===== src/rtl/itm_pkg.sv =====
package itm_pkg;
  typedef enum logic [1:0] {
    SEL_CNT   = 2'd0,
    SEL_MATCH = 2'd1,
    SEL_VEC   = 2'd2,
    SEL_NONE  = 2'd3
  } regSel_e;

  typedef struct packed {
    logic ldCnt;
    logic ldMatch;
    logic ldVec;
    logic refreshLast;
    logic clearCur;
    logic moveCur;
    logic postCur;
  } itmStrobes_t;
endpackage


===== src/rtl/itm_datapath.sv =====
module itm_datapath
  import itm_pkg::*;
#(
  parameter int CNT_W    = 64,
  parameter int VEC_W    = 8,
  parameter int MASK_POS = 16
) (
  input  logic                   clk,
  input  logic                   rstN,
  input  logic [CNT_W-1:0]       baseCount,
  input  logic [CNT_W-1:0]       wrData,
  input  logic                   rdEn,
  input  logic [1:0]             rdSel,
  input  itmStrobes_t            st,
  input  logic                   ackEn,
  input  logic [VEC_W-1:0]       ackVec,
  output logic                   curGe,
  output logic                   matchLtWr,
  output logic                   wrGtLast,
  output logic                   maskQ,
  output logic                   vecChanges,
  output logic [VEC_W-1:0]       vecQ,
  output logic [CNT_W-1:0]       lastQ,
  output logic [CNT_W-1:0]       rdData,
  output logic [(1<<VEC_W)-1:0]  pendArr
);
  localparam int NUM_VEC = 1 << VEC_W;

  logic [CNT_W-1:0]   offQ, matchQ, rawNow, curNow, vregVal;
  logic [NUM_VEC-1:0] pendNext;
  logic [VEC_W-1:0]   wrVec;

  assign wrVec  = wrData[VEC_W-1:0];
  assign rawNow = baseCount + offQ;
  // Monotone guard: fall back to the last reported value when not ahead of it
  assign curNow = ($signed(rawNow - lastQ) > 0) ? rawNow : lastQ;

  assign curGe      = curNow >= matchQ;
  assign matchLtWr  = matchQ < wrData;
  assign wrGtLast   = wrData > lastQ;
  assign vecChanges = wrVec != vecQ;

  always_comb begin
    vregVal           = '0;
    vregVal[VEC_W-1:0] = vecQ;
    vregVal[MASK_POS] = maskQ;
  end

  always_comb begin
    pendNext = pendArr;
    if (ackEn) pendNext[ackVec] = 1'b0;
    if (st.clearCur) pendNext[vecQ] = 1'b0;
    if (st.moveCur && pendArr[vecQ]) begin
      pendNext[vecQ]  = 1'b0;
      pendNext[wrVec] = 1'b1;
    end
    if (st.postCur) pendNext[vecQ] = 1'b1;
  end

  always_ff @(posedge clk) begin
    if (!rstN) begin
      offQ    <= '0;
      lastQ   <= '0;
      matchQ  <= '0;
      vecQ    <= '0;
      maskQ   <= 1'b1;
      pendArr <= '0;
      rdData  <= '0;
    end else begin
      pendArr <= pendNext;
      if (st.ldCnt) begin
        offQ  <= wrData - baseCount;
        lastQ <= wrData;
      end else if (st.refreshLast) begin
        lastQ <= curNow;
      end
      if (st.ldMatch) matchQ <= wrData;
      if (st.ldVec) begin
        vecQ  <= wrVec;
        maskQ <= wrData[MASK_POS];
      end
      if (rdEn) begin
        case (rdSel)
          SEL_CNT:   rdData <= curNow;
          SEL_MATCH: rdData <= matchQ;
          SEL_VEC:   rdData <= vregVal;
          default:   rdData <= '0;
        endcase
      end
    end
  end
endmodule


===== src/rtl/itm_control.sv =====
module itm_control
  import itm_pkg::*;
(
  input  logic        clk,
  input  logic        rstN,
  input  logic        wrEn,
  input  logic [1:0]  wrSel,
  input  logic        wrMaskBit,
  input  logic        rdEn,
  input  logic [1:0]  rdSel,
  input  logic        curGe,
  input  logic        matchLtWr,
  input  logic        wrGtLast,
  input  logic        maskQ,
  input  logic        vecChanges,
  output itmStrobes_t st,
  output logic        armedQ
);
  logic wrCnt, wrMatch, wrVec, fire;

  assign wrCnt   = wrEn && (wrSel == SEL_CNT);
  assign wrMatch = wrEn && (wrSel == SEL_MATCH);
  assign wrVec   = wrEn && (wrSel == SEL_VEC);
  // A register write in the same cycle takes precedence over a firing
  assign fire    = armedQ && curGe && !wrEn;

  always_comb begin
    st.ldCnt       = wrCnt;
    st.ldMatch     = wrMatch;
    st.ldVec       = wrVec;
    st.refreshLast = (rdEn && (rdSel == SEL_CNT)) || fire;
    st.clearCur    = wrMatch || (wrCnt && matchLtWr) || (wrVec && wrMaskBit);
    st.moveCur     = wrVec && !wrMaskBit && vecChanges;
    st.postCur     = fire && !maskQ;
  end

  always_ff @(posedge clk) begin
    if (!rstN)                    armedQ <= 1'b0;
    else if (wrMatch)             armedQ <= wrGtLast;
    else if (wrCnt && matchLtWr)  armedQ <= 1'b0;
    else if (fire)                armedQ <= 1'b0;
  end
endmodule


===== src/rtl/interval_timer_match.sv =====
module interval_timer_match
  import itm_pkg::*;
#(
  parameter int CNT_W    = 64,
  parameter int VEC_W    = 8,
  parameter int MASK_POS = 16
) (
  input  logic                  clk,
  input  logic                  rstN,
  input  logic [CNT_W-1:0]      baseCount,
  input  logic                  wrEn,
  input  logic [1:0]            wrSel,
  input  logic [CNT_W-1:0]      wrData,
  input  logic                  rdEn,
  input  logic [1:0]            rdSel,
  output logic [CNT_W-1:0]      rdData,
  input  logic                  ackEn,
  input  logic [VEC_W-1:0]      ackVec,
  output logic [(1<<VEC_W)-1:0] pendArr
);
  itmStrobes_t      st;
  logic             curGe, matchLtWr, wrGtLast, maskQ, vecChanges, armedQ;
  logic [VEC_W-1:0] vecQ;
  logic [CNT_W-1:0] lastQ;

  itm_control ctrl_i (
    .clk(clk), .rstN(rstN), .wrEn(wrEn), .wrSel(wrSel),
    .wrMaskBit(wrData[MASK_POS]), .rdEn(rdEn), .rdSel(rdSel),
    .curGe(curGe), .matchLtWr(matchLtWr), .wrGtLast(wrGtLast),
    .maskQ(maskQ), .vecChanges(vecChanges), .st(st), .armedQ(armedQ)
  );

  itm_datapath #(.CNT_W(CNT_W), .VEC_W(VEC_W), .MASK_POS(MASK_POS)) dp_i (
    .clk(clk), .rstN(rstN), .baseCount(baseCount), .wrData(wrData),
    .rdEn(rdEn), .rdSel(rdSel), .st(st), .ackEn(ackEn), .ackVec(ackVec),
    .curGe(curGe), .matchLtWr(matchLtWr), .wrGtLast(wrGtLast),
    .maskQ(maskQ), .vecChanges(vecChanges), .vecQ(vecQ), .lastQ(lastQ),
    .rdData(rdData), .pendArr(pendArr)
  );
endmodule


===== config.mk =====
export PLATFORM = sky130hd
export DESIGN_NAME = interval_timer_match
export DESIGN_NICKNAME = d
export VERILOG_FILES = /design/src/rtl/itm_pkg.sv /design/src/rtl/itm_datapath.sv /design/src/rtl/itm_control.sv /design/src/rtl/interval_timer_match.sv
export SDC_FILE = /design/constraint.sdc
export NUM_CORES = 2
export LEC_CHECK = 0
export BUFFER_PORTS_ARGS = -buffer_cell sky130_fd_sc_hd__buf_4
export CORE_MARGIN = 3
export CORE_UTILIZATION = 45
export CTS_BUF_LIST = sky130_fd_sc_hd__clkbuf_4 sky130_fd_sc_hd__clkbuf_8
export DETAILED_ROUTE_END_ITERATION = 8
export GPL_TIMING_DRIVEN = 0
export PLACE_DENSITY = 0.61
export SLEW_MARGIN = 5
export SYNTH_ARGS = -nofsm -noshare
export SYNTH_HDL_FRONTEND = slang
export SYNTH_SLANG_ARGS = --single-unit

===== constraint.sdc =====
create_clock -name clk -period 29.5 [get_ports clk]
set_input_delay 2.95 -clock clk [delete_from_list [all_inputs] [get_ports clk]]
set_output_delay 2.95 -clock clk [all_outputs]
set_load 0.1 [all_outputs]

==> impl_metrics.json <==
{
  "end_kind": "register",
  "tns_ns": 0,
  "finalInstanceArea_um2": 50400,
  "die_h_um": 316,
  "hold_path_depth": 2,
  "grt_setup_unrepaired": "false",
  "yosysTopAreaCell": "dfxtp_1",
  "hold_path.class": "reg -> reg",
  "cts_sinks": 522,
  "cts_tree": "built",
  "dpl_cell_area_um2": 48200,
  "path_common_cell": "clkbuf_1",
  "fmax_mhz": 59.0,
  "wl_um": 244000,
  "netlist_area_um2": 43100,
  "route.detailed.drc": 0,
  "ir_drop_v": 0.0000348,
  "nets": 6633,
  "crit_type": "in -> reg",
  "syn_nets": 6071,
  "ctsResizeCount": 0,
  "dp_hpwl_um": 194000,
  "drtAntennaViolNets": 0,
  "cts_buffer_depth": 3,
  "first_pass_iters": 7,
  "yosys_register_bits": 522,
  "place.gp.congestion": 1.05,
  "synth_top_cell_area_share_pct": 24.2,
  "syn2layout_area_growth_pct": 16.8,
  "finalSetupViolCount": 0,
  "finalClockSkew_ns": 0.0858,
  "utilization_pct": 53.5,
  "violations": "max-capacitance violations, max-slew violations",
  "floorplan.initialDensity_pct": 45.8,
  "reg2regPathDepth": 38,
  "cts_made_buffers": 98,
  "hold_violations": 0,
  "cp-start-kind": "input pin",
  "outcome": "finished, violations left",
  "yosysWarnings": 0,
  "drv_slew": 11,
  "pin_count": 465,
  "core_um2": 94200,
  "avgRoutedWirePerCell_um": 32.9,
  "cap_violations": 1,
  "syn_area_per_cell_um2": 7.78,
  "synth_area_leaders": "dfxtp_1, ha_1, nand2_1",
  "arrival_ns": 17.68,
  "synthTopCellsByCount": "nand2_1, dfxtp_1, a21oi_1",
  "worstHoldStart": "dp_i.offQ[6]",
  "grt_usage_pct": 47.0,
  "synth_edf_count": 0,
  "ff2ff_setup_slack_ns": 14.52,
  "async_flop_share_pct": 0,
  "seq_area_frac_synth_pct": 24.2,
  "vias_per_cell": 6.98,
  "fin_crit_sh_pct": 57.4,
  "cpPeakStageDelay_ns": 0.87,
  "worst_pin_slew_ns": 1.52,
  "ys_types": 88,
  "path_max_fanout": 10,
  "slowest_stage": "a2111oi_2",
  "netlist_instances": 5543,
  "synth_flop_cell": "dfxtp_1",
  "fp-row-count": 112,
  "h-tree-depth": 3,
  "hold_buffers": 0,
  "grt_antenna_before_repair": 16,
  "slew_headroom_pct": -1.48,
  "detail_route.iter0.violations": 7593,
  "hold_end": "dp_i.offQ[6]",
  "crit_required_ns": 30.24,
  "synth_most_common_cell": "nand2_1",
  "clk_pin_slew_ns": 0.07,
  "powerDensity_nw_per_um2": 57.4,
  "port_buffers": 461,
  "grt_overflow_total": 0,
  "power.leakage_nw": 19.6,
  "grt_pass1_vias": 48424,
  "drive_above_1_share_pct": 14.8,
  "fin_crit_ns": 16.94,
  "dieArea_um2": 99600,
  "clk_latency_ns": 0.86,
  "die_x_um": 316,
  "grt_max_degree": 15,
  "r2r-end": "dp_i.pendArr[253]",
  "ctsRootBufferMaster": "clkbuf_8",
  "post_cts_buffers": 0,
  "r2r_start": "dp_i.offQ[30]",
  "grt_pass1_wl_um": 344000,
  "num_vias": 51925,
  "power_mw": 2.89
}
-- state kept, by name (all words and copies together) (netlist names) --
name	cells
dp_i.pendArr	256
dp_i.lastQ	64
dp_i.matchQ	64
dp_i.offQ	64
dp_i.rdData	64
dp_i.vecQ	8
ctrl_i.armedQ	1
dp_i.maskQ	1
-- placed cells by master (no fill, tap or decap), types with 16 or more instances in the layout --
cell type / count
a31oi_1: 23
xor2_1: 64
a21o_1: 135
clkbuf_1: 320
a211oi_1: 48
and3_1: 30
o31ai_1: 16
buf_4: 479
a21oi_1: 507
xnor2_1: 76
o211ai_1: 30
o221a_2: 52
buf_1: 32
dfxtp_1: 522
nand2b_1: 59
mux4_2: 82
nand3_1: 171
nand2_1: 806
o21bai_1: 34
nor2_1: 248
buf_2: 45
inv_1: 320
o21a_1: 41
nor3_1: 66
nor4_1: 24
ha_1: 380
o2111ai_1: 277
clkbuf_8: 121
o21ai_0: 220
o221ai_1: 304
nand4_1: 144
o21ai_1: 36
and2_1: 16
a22oi_1: 27
nor2b_1: 97
clkbuf_4: 30
-- critical path: cells and delay by family --
kind | cells | cell delay [ns]
buffers and inverters | 7 | 2.55
AND/OR/NAND/NOR | 17 | 6.42
XOR/XNOR | 1 | 0.53
adder cells (fa/ha/maj) | 3 | 0.65
AO/OA/AOI/OAI | 11 | 4.49
-- report_power, final --
part	switching, mW	internal (mW)
logic	0.910	0.396
registers	0.0306	0.737
clock network	0.374	0.443
-- area by class of cell --
class / count / area, um2
Tap cell: 1254 / 1570
Antenna cell: 12 / 30.0
Fill cell: 9385 / 43800
Clock inverter: 20 / 243
Clock buffer: 151 / 1890
Multi-Input combinational cell: 4267 / 29700
Inverter: 320 / 1200
Timing Repair Buffer: 462 / 3480
Buffer: 434 / 1810
Sequential cell: 522 / 10500
-- through the flow --
| stage | instances | hold WS (ns) | setup WS (ns) |
|---|---|---|---|
| floorplan | 5543 | 0.436 | 17.49 |
| global placement | 7258 | 0.442 | 11.09 |
| detailed placement | 7259 | 0.447 | 12.53 |
| CTS | 7430 | 0.456 | 13.31 |
| global route | 7434 | 0.480 | 12.34 |
| finish | 7442 | 0.455 | 12.56 |
-- metal layers --
metal	track usage (%)	wire (um)
met3	15.8	31000
met5	0	121
met2	69.1	101000
met4	31.5	19900
met1	58.2	92700
-- logic make-up after synthesis --
logic type,after synthesis,share of synthesized area [%]
AOI/OAI and AO/OA,1892,31.1
and+or+nand+nor,1750,18.9
buffers and inverters,754,6.97
DFF,522,24.2
adders and majority gates,383,11.2
xor gates and xnor gates,140,2.84
muxes,102,4.78
-- worst max-delay path by stage --
stage | start | to | slack (ns)
floorplan | baseCount[0] | dp_i.pendArr[13] | 17.49
detailed placement | baseCount[30] | dp_i.pendArr[203] | 12.53
finish | baseCount[26] | dp_i.pendArr[253] | 12.56
global placement | baseCount[30] | dp_i.pendArr[203] | 11.09
CTS | baseCount[30] | dp_i.pendArr[201] | 13.31
global route | baseCount[30] | dp_i.pendArr[250] | 12.34
Note: power is estimated with default switching activity, not from simulation.
